**src/rtl/alink_pm_pkg.sv**
```systemverilog
package alink_pm_pkg;

    typedef enum logic [2:0] {
        ST_RUN        = 3'd0,
        ST_PD_WRITE   = 3'd1,
        ST_ASLEEP     = 3'd2,
        ST_WAKE_SEEN  = 3'd3,
        ST_WARM_RESET = 3'd4
    } link_state_e;

    // frame geometry
    localparam int TAG_BITS   = 16;
    localparam int SLOT_BITS  = 20;
    localparam int DATA_SLOTS = 12;
    localparam int FRAME_BITS = TAG_BITS + DATA_SLOTS * SLOT_BITS;
    localparam int HEAD_BITS  = TAG_BITS + 2 * SLOT_BITS;

    // sleep command content
    localparam logic [6:0]  SLEEP_REG_ADDR = 7'h26;
    localparam logic [15:0] SLEEP_REG_VAL  = 16'h1000;
    localparam logic [15:0] SLEEP_TAG      = 16'hE000;
    localparam logic [SLOT_BITS-1:0] SLEEP_CMD_SLOT  = {1'b0, SLEEP_REG_ADDR, 12'h000};
    localparam logic [SLOT_BITS-1:0] SLEEP_DATA_SLOT = {SLEEP_REG_VAL, 4'h0};

    // command bit positions
    localparam int WR_W       = 4;
    localparam int WB_SLEEP   = 0;
    localparam int WB_WARM    = 1;
    localparam int WB_CLR_IRQ = 2;
    localparam int WB_CLR_ERR = 3;

endpackage

```
**src/rtl/alink_sync2.sv**
```systemverilog
module alink_sync2 #(
    parameter int WIDTH = 2
) (
    input  logic             clk,
    input  logic             rst_n,
    input  logic [WIDTH-1:0] d,
    output logic [WIDTH-1:0] q
);

    typedef struct packed {
        logic [WIDTH-1:0] meta;
        logic [WIDTH-1:0] stable;
    } sync_t;

    sync_t s_d, s_q;

    always_comb begin
        s_d.meta   = d;
        s_d.stable = s_q.meta;
    end

    always_ff @(posedge clk or negedge rst_n) begin
        if (!rst_n) s_q <= '0;
        else        s_q <= s_d;
    end

    assign q = s_q.stable;

endmodule

```
**src/rtl/alink_hold_timer.sv**
```systemverilog
module alink_hold_timer #(
    parameter int LIMIT = 50,
    parameter int CNT_W = $clog2(LIMIT + 1)
) (
    input  logic             clk,
    input  logic             rst_n,
    input  logic             clear,
    output logic [CNT_W-1:0] count,
    output logic             done
);

    typedef struct packed {
        logic [CNT_W-1:0] cnt;
    } tmr_t;

    tmr_t t_d, t_q;

    assign done  = (t_q.cnt == CNT_W'(LIMIT));
    assign count = t_q.cnt;

    always_comb begin
        t_d = t_q;
        if (clear)      t_d.cnt = '0;
        else if (!done) t_d.cnt = t_q.cnt + 1'b1;
    end

    always_ff @(posedge clk or negedge rst_n) begin
        if (!rst_n) t_q <= '0;
        else        t_q <= t_d;
    end

endmodule

```
**src/rtl/alink_pd_frame.sv**
```systemverilog
module alink_pd_frame
    import alink_pm_pkg::*;
#(
    parameter int IDX_W = 9
) (
    input  logic [IDX_W-1:0] bit_idx,
    output logic             frame_bit,
    output logic             frame_sync
);

    localparam int HEAD_IDX_W = $clog2(HEAD_BITS);
    localparam logic [HEAD_BITS-1:0] HEAD_VEC = {SLEEP_TAG, SLEEP_CMD_SLOT, SLEEP_DATA_SLOT};

    always_comb begin
        frame_sync = (bit_idx < IDX_W'(TAG_BITS));
        if (bit_idx < IDX_W'(HEAD_BITS))
            frame_bit = HEAD_VEC[HEAD_IDX_W'(HEAD_BITS - 1) - bit_idx[HEAD_IDX_W-1:0]];
        else
            frame_bit = 1'b0;
    end

endmodule

```
**src/rtl/alink_pm_seq.sv**
```systemverilog
module alink_pm_seq
    import alink_pm_pkg::*;
#(
    parameter int US_CYCLES = 50
) (
    input  logic            clk_ref,
    input  logic            rst_n,
    input  logic            bit_clk,
    input  logic            sdata_in,
    input  logic            wr_en,
    input  logic [WR_W-1:0] wr_data,
    input  logic            resume_en,
    output logic            sync,
    output logic            sdata_out,
    output logic            resume_irq,
    output logic            wake_err,
    output logic [2:0]      link_state
);

    localparam int IDX_W = $clog2(FRAME_BITS + 1);
    localparam int TMR_W = $clog2(US_CYCLES + 1);

    typedef struct packed {
        link_state_e      state;
        logic             bclk_prev;
        logic             sdo;
        logic             sync;
        logic [IDX_W-1:0] bit_idx;
        logic             irq;
        logic             err;
    } seq_t;

    seq_t r_d, r_q;

    logic             bclk_s, sdi_s;
    logic             bclk_rise;
    logic             pd_bit, pd_sync;
    logic             tmr_clear, tmr_done;
    logic [TMR_W-1:0] tmr_count;
    logic             cmd_sleep, cmd_warm;

    alink_sync2 #(.WIDTH(2)) u_sync (
        .clk   (clk_ref),
        .rst_n (rst_n),
        .d     ({sdata_in, bit_clk}),
        .q     ({sdi_s, bclk_s})
    );

    alink_pd_frame #(.IDX_W(IDX_W)) u_frame (
        .bit_idx    (r_q.bit_idx),
        .frame_bit  (pd_bit),
        .frame_sync (pd_sync)
    );

    // one timer serves both the wake-width check and the SYNC pulse width
    alink_hold_timer #(.LIMIT(US_CYCLES), .CNT_W(TMR_W)) u_timer (
        .clk   (clk_ref),
        .rst_n (rst_n),
        .clear (tmr_clear),
        .count (tmr_count),
        .done  (tmr_done)
    );

    assign bclk_rise = bclk_s & ~r_q.bclk_prev;
    assign cmd_sleep = wr_en & wr_data[WB_SLEEP];
    assign cmd_warm  = wr_en & wr_data[WB_WARM];

    always_comb begin
        r_d           = r_q;
        r_d.bclk_prev = bclk_s;

        if (wr_en && wr_data[WB_CLR_IRQ]) r_d.irq = 1'b0;
        if (wr_en && wr_data[WB_CLR_ERR]) r_d.err = 1'b0;

        unique case (r_q.state)
            ST_RUN: begin
                if (cmd_warm) r_d.err = 1'b1;
                if (cmd_sleep) begin
                    r_d.state   = ST_PD_WRITE;
                    r_d.bit_idx = '0;
                    r_d.sdo     = 1'b0;
                    r_d.sync    = 1'b0;
                end
            end
            ST_PD_WRITE: begin
                if (bclk_rise) begin
                    if (r_q.bit_idx == IDX_W'(FRAME_BITS)) begin
                        r_d.state = ST_ASLEEP;
                        r_d.sdo   = 1'b0;
                        r_d.sync  = 1'b0;
                    end else begin
                        r_d.sdo     = pd_bit;
                        r_d.sync    = pd_sync;
                        r_d.bit_idx = r_q.bit_idx + 1'b1;
                    end
                end
            end
            ST_ASLEEP: begin
                if (tmr_done && sdi_s) begin
                    r_d.state = ST_WAKE_SEEN;
                    if (resume_en) r_d.irq = 1'b1;
                end
                if (cmd_warm) begin
                    r_d.state = ST_WARM_RESET;
                    r_d.sync  = 1'b1;
                    r_d.sdo   = 1'b0;
                end
            end
            ST_WAKE_SEEN: begin
                if (cmd_warm) begin
                    r_d.state = ST_WARM_RESET;
                    r_d.sync  = 1'b1;
                    r_d.sdo   = 1'b0;
                end
            end
            ST_WARM_RESET: begin
                if (!tmr_done) begin
                    if (tmr_count == TMR_W'(US_CYCLES - 1)) r_d.sync = 1'b0;
                end else if (bclk_rise) begin
                    r_d.state = ST_RUN;
                end
            end
            default: r_d.state = ST_RUN;
        endcase
    end

    always_comb begin
        tmr_clear = 1'b1;
        if ((r_q.state == ST_ASLEEP && sdi_s) || r_q.state == ST_WARM_RESET)
            tmr_clear = 1'b0;
        if (r_d.state != r_q.state)
            tmr_clear = 1'b1;
    end

    always_ff @(posedge clk_ref or negedge rst_n) begin
        if (!rst_n) r_q <= '0;
        else        r_q <= r_d;
    end

    assign sync       = r_q.sync;
    assign sdata_out  = r_q.sdo;
    assign resume_irq = r_q.irq;
    assign wake_err   = r_q.err;
    assign link_state = r_q.state;

endmodule

```
**config.mk**
```make
export PLATFORM = sky130hd
export DESIGN_NAME = alink_pm_seq
export DESIGN_NICKNAME = d
export VERILOG_FILES = /design/src/rtl/alink_pm_pkg.sv /design/src/rtl/alink_sync2.sv /design/src/rtl/alink_hold_timer.sv /design/src/rtl/alink_pd_frame.sv /design/src/rtl/alink_pm_seq.sv
export SDC_FILE = /design/constraint.sdc
export NUM_CORES = 1
export LEC_CHECK = 0
export CAP_MARGIN = 5
export CELL_PAD_IN_SITES_DETAIL_PLACEMENT = 2
export CELL_PAD_IN_SITES_GLOBAL_PLACEMENT = 2
export CORE_UTILIZATION = 38
export CTS_BUF_LIST = sky130_fd_sc_hd__clkbuf_8 sky130_fd_sc_hd__clkbuf_16
export CTS_CLUSTER_SIZE = 10
export DETAILED_ROUTE_END_ITERATION = 8
export PLACE_DENSITY_LB_ADDON = 0.08
export SLEW_MARGIN = 20
export SYNTH_ARGS = -nofsm -noshare
export SYNTH_HDL_FRONTEND = slang
export SYNTH_SLANG_ARGS = --single-unit
```
**constraint.sdc**
```tcl
create_clock -name clk_ref -period 3.29 [get_ports clk_ref]
set_clock_uncertainty 0.15 [all_clocks]
set_input_delay 0.987 -clock clk_ref [delete_from_list [all_inputs] [get_ports clk_ref]]
set_output_delay 0.987 -clock clk_ref [all_outputs]
set_load 0.1 [all_outputs]
```
==> impl_metrics.yaml <==
status:
  status: "completed"
sta:
  fin_crit_sh_pct: 84.57
  fmax_mhz: 359.4
  maxSlewHeadroom_pct: 55.86
  fin_crit_ns: 2.782
  slew_violations: 0
  finalSetupViolCount: 0
  rsz0062_at_grt: "no"
  fin_setup_tns_ns: 0
  final_hold_viol_count: 0
  worst_slew_pin_slew_ns: 0.6565
logic_synthesis:
  netlist.area_leader.share_pct: 42.45
  ys_async_sr_fraction_pct: 100.0
  synth_area_per_cell_um2: 9.704
  synth_edf_count: 0
  netlist_area_um2: 1592
  ys_warn_count: 0
  yosysTopAreaCell: "dfrtp_1"
  ys_seq_area_share_pct: 42.45
  yosys-top-cells-area: "dfrtp_1 42%, ha_1 7.1%, nand2_1 3.1%, o31ai_1 2.8%, inv_1 2.6%"
  synth_fp_nets: 183
  synth-main-ff-cell: "dfrtp_1"
  synth-seq-cells: 27
  ys_types: 50
  synthCells: 164
clock_network:
  clkLatencyLatePin_ns: 0.28
  post_cts_buffers: 0
  cts_made_buffers: 3
  clk_pin_slew_ns: 0.10
  cts.sinks: 27
  cts_buffer_depth: 2
  cts_root_buf: "clkbuf_8"
  cts_resized: 0
  cts_tree: "done"
  cts_hold_buf: 0
  htreeDepth: 1
run:
  cap_violations: 0
worst_setup_path:
  cp_slowest_cell: "clkdlybuf4s50_1"
  required_ns: 3.35
  r2r_cells: 4
  critPathMaxStageDelay_ns: 0.56
  ff2ff_setup_slack_ns: 1.05
  crit_fanout: 8
  path_cells: "clkdlybuf4s50_1 > a21oi_2 > a2111o_1 > or4_1 > a21oi_1"
  cp-start-kind: "input port"
  timing.rr.start: "link_state[2]"
  reg2reg_to: "r_q[10]"
  endpoint_kind: "flip-flop"
  arrival_ns: 2.84
  path_class: "in2reg"
routing:
  drt_pass1_iterations: 4
  detail-route-antenna-nets: 0
  drt-initial-drc-count: 74
  avgRoutedWirePerCell_um: 19.13
  via_per_inst: 5.865
  drc: 0
  postRouteWirelength_mm: 4.400
  vias: 1349
global_routing:
  grt_pass1_wl_mm: 7.320
  grt_antenna_before_repair: 0
  grt_max_degree: 28
  grt.overflow.total: 0
  grt.total_usage_pct: 22.15
  first_global_vias: 1469
pwr:
  power_w: 0.001133
  p_comb_share_pct: 42.0
  seqPwrFrac_pct: 40.3
  leakage_nw: 0.7726
  power.density_nw_per_um2: 620.7
  clockPowerShare_pct: 17.7
  p_int_w: 0.0006276
  switching_share_pct: 44.61
  switching_power_w: 0.0005055
  vdd.ir_drop.worst_uv: 392.2
place:
  gp_congestion: 0.7903
  dp.cells: 226
  io_buffers: 16
  place_hpwl_mm: 3.254
floorplanning:
  rows: 23
  core_area_um2: 4000
  ioPinCount: 17
  die_w_um: 66.72
  die-area_um2: 4451
  start_util_pct: 39.79
  die_y_um: 66.72
layout:
  drive_gt1_share_pct: 10.56
  finalNonFillerCells: 230
  fill_cells: 435
  nNetsFinal: 200
  final_util_pct: 45.64
  antennaDiodeCount: 0
  syn2layout_area_growth_pct: 14.70
  multi_input_area_um2: 839.6
  ff_latch_area_um2: 675.6
min_path:
  min_from: "u_sync.s_d[1]"
  worstHoldPathCells: 0
  whs_endpoint: "u_sync.q[1]"
  min_path_type: "reg2reg"
## cells by family (layout without fill, tap and decap cells)
| family | after synthesis | in the layout | share of synthesized area (%) |
|---|---|---|---|
| simple gates | 63 | 63 | 23.59 |
| compound gates | 42 | 42 | 18.63 |
| flops | 27 | 27 | 42.45 |
| buf+inv | 17 | 33 | 4.795 |
| fa+ha+maj | 9 | 9 | 7.076 |
| xor+xnor | 4 | 4 | 2.202 |
| mux | 2 | 2 | 1.258 |
## power by group through the flow
stage	Sequential, W	Combinational (W)	Clock [W]
floorplan	0.000520	0.000285	0
global placement	0.000456	0.000459	0
detailed placement	0.000461	0.000475	0
CTS	0.000456	0.000481	0.000210
global route	0.000468	0.000516	0.000222
finish	0.000456	0.000476	0.000201
## worst max path at each step
stage	end	cells past startpoint	slack, ns	from
4_1_cts	r_q[6]	5	0.51	wr_data[0]
5_1_grt	r_q[6]	5	0.40	wr_data[0]
3_3_place_gp	r_q[6]	5	0.32	wr_data[0]
6_report	r_q[6]	5	0.51	wr_data[0]
2_1_floorplan	r_q[5]	4	0.98	wr_data[0]
3_5_place_dp	r_q[6]	5	0.22	wr_data[0]
## critical path: cells and delay by family
kind,cells,cell delay [ns]
buffers and inverters,1,0.56
and+or+nand+nor,1,0.51
AOI/OAI and AO/OA,3,0.78
## layout make-up
| class | instances | share of cell area (%) |
|---|---|---|
| clock buffer | 3 | 2.262 |
| clock inverter | 1 | 0.4112 |
| inverter | 11 | 2.262 |
| multi-input combinational | 120 | 45.99 |
| sequential | 27 | 37.01 |
| tap | 50 | 3.427 |
| timing repair buffer | 18 | 8.636 |
## stage by stage
stage | area [µm²] | worst slack (ns) | hold WS, ns
detailed placement | 1777 | 0.2170 | 0.1879
global placement | 1777 | 0.3203 | 0.1841
global route | 1826 | 0.4007 | 0.2288
finish | 1826 | 0.5077 | 0.2101
CTS | 1826 | 0.5080 | 0.2124
floorplan | 1592 | 0.9783 | 0.1812
## cells in the final DEF, fill, tap and decap left out, types with 2 or more instances in the layout
master,netlist,layout
nor2b_1,3,3
a21o_1,2,2
a21oi_1,8,8
nand2_1,13,13
or4_1,5,5
o31ai_1,6,6
nor4bb_1,2,2
clkbuf_8,0,3
mux2i_1,2,2
a2111o_1,2,2
and3b_1,2,2
nor3_1,2,2
nor2_1,11,11
o22ai_1,3,3
xor2_1,2,2
nand4b_1,2,2
and2_1,2,2
clkdlybuf4s50_1,0,9
nand2b_1,5,5
ha_1,9,9
o21ai_0,8,8
buf_4,3,9
dfrtp_1,27,27
xnor2_1,2,2
inv_1,11,11
nand3_1,5,5
## flip-flops by register name, indices dropped and copies added (netlist names)
signal,cells
link_state,3
r_q,10
resume_irq,1
sdata_out,1
sync,1
u_sync.q,2
u_sync.s_d,2
u_timer.count,6
wake_err,1
## Yosys cell counts, types with 2 or more instances
| master | number |
|---|---|
| a2111o_1 | 2 |
| a21o_1 | 2 |
| a21oi_1 | 8 |
| and2_1 | 2 |
| and3b_1 | 2 |
| buf_4 | 3 |
| clkbuf_1 | 2 |
| dfrtp_1 | 27 |
| ha_1 | 9 |
| inv_1 | 11 |
| mux2i_1 | 2 |
| nand2_1 | 13 |
| nand2b_1 | 5 |
| nand3_1 | 5 |
| nand4b_1 | 2 |
| nor2_1 | 11 |
| nor2b_1 | 3 |
| nor3_1 | 2 |
| nor4bb_1 | 2 |
| o21ai_0 | 8 |
| o22ai_1 | 3 |
| o31ai_1 | 6 |
| or4_1 | 5 |
| xnor2_1 | 2 |
| xor2_1 | 2 |
## routing by layer
layer	share of wire [%]	track usage, %	vias to the layer above
li1	-	-	631
met1	47	28.92	694
met2	50	37.75	20
met3	2.4	2.911	4
met4	0.59	6.383	0
met5	0	0	-
No activity file was read; power rests on OpenSTA's default activity.
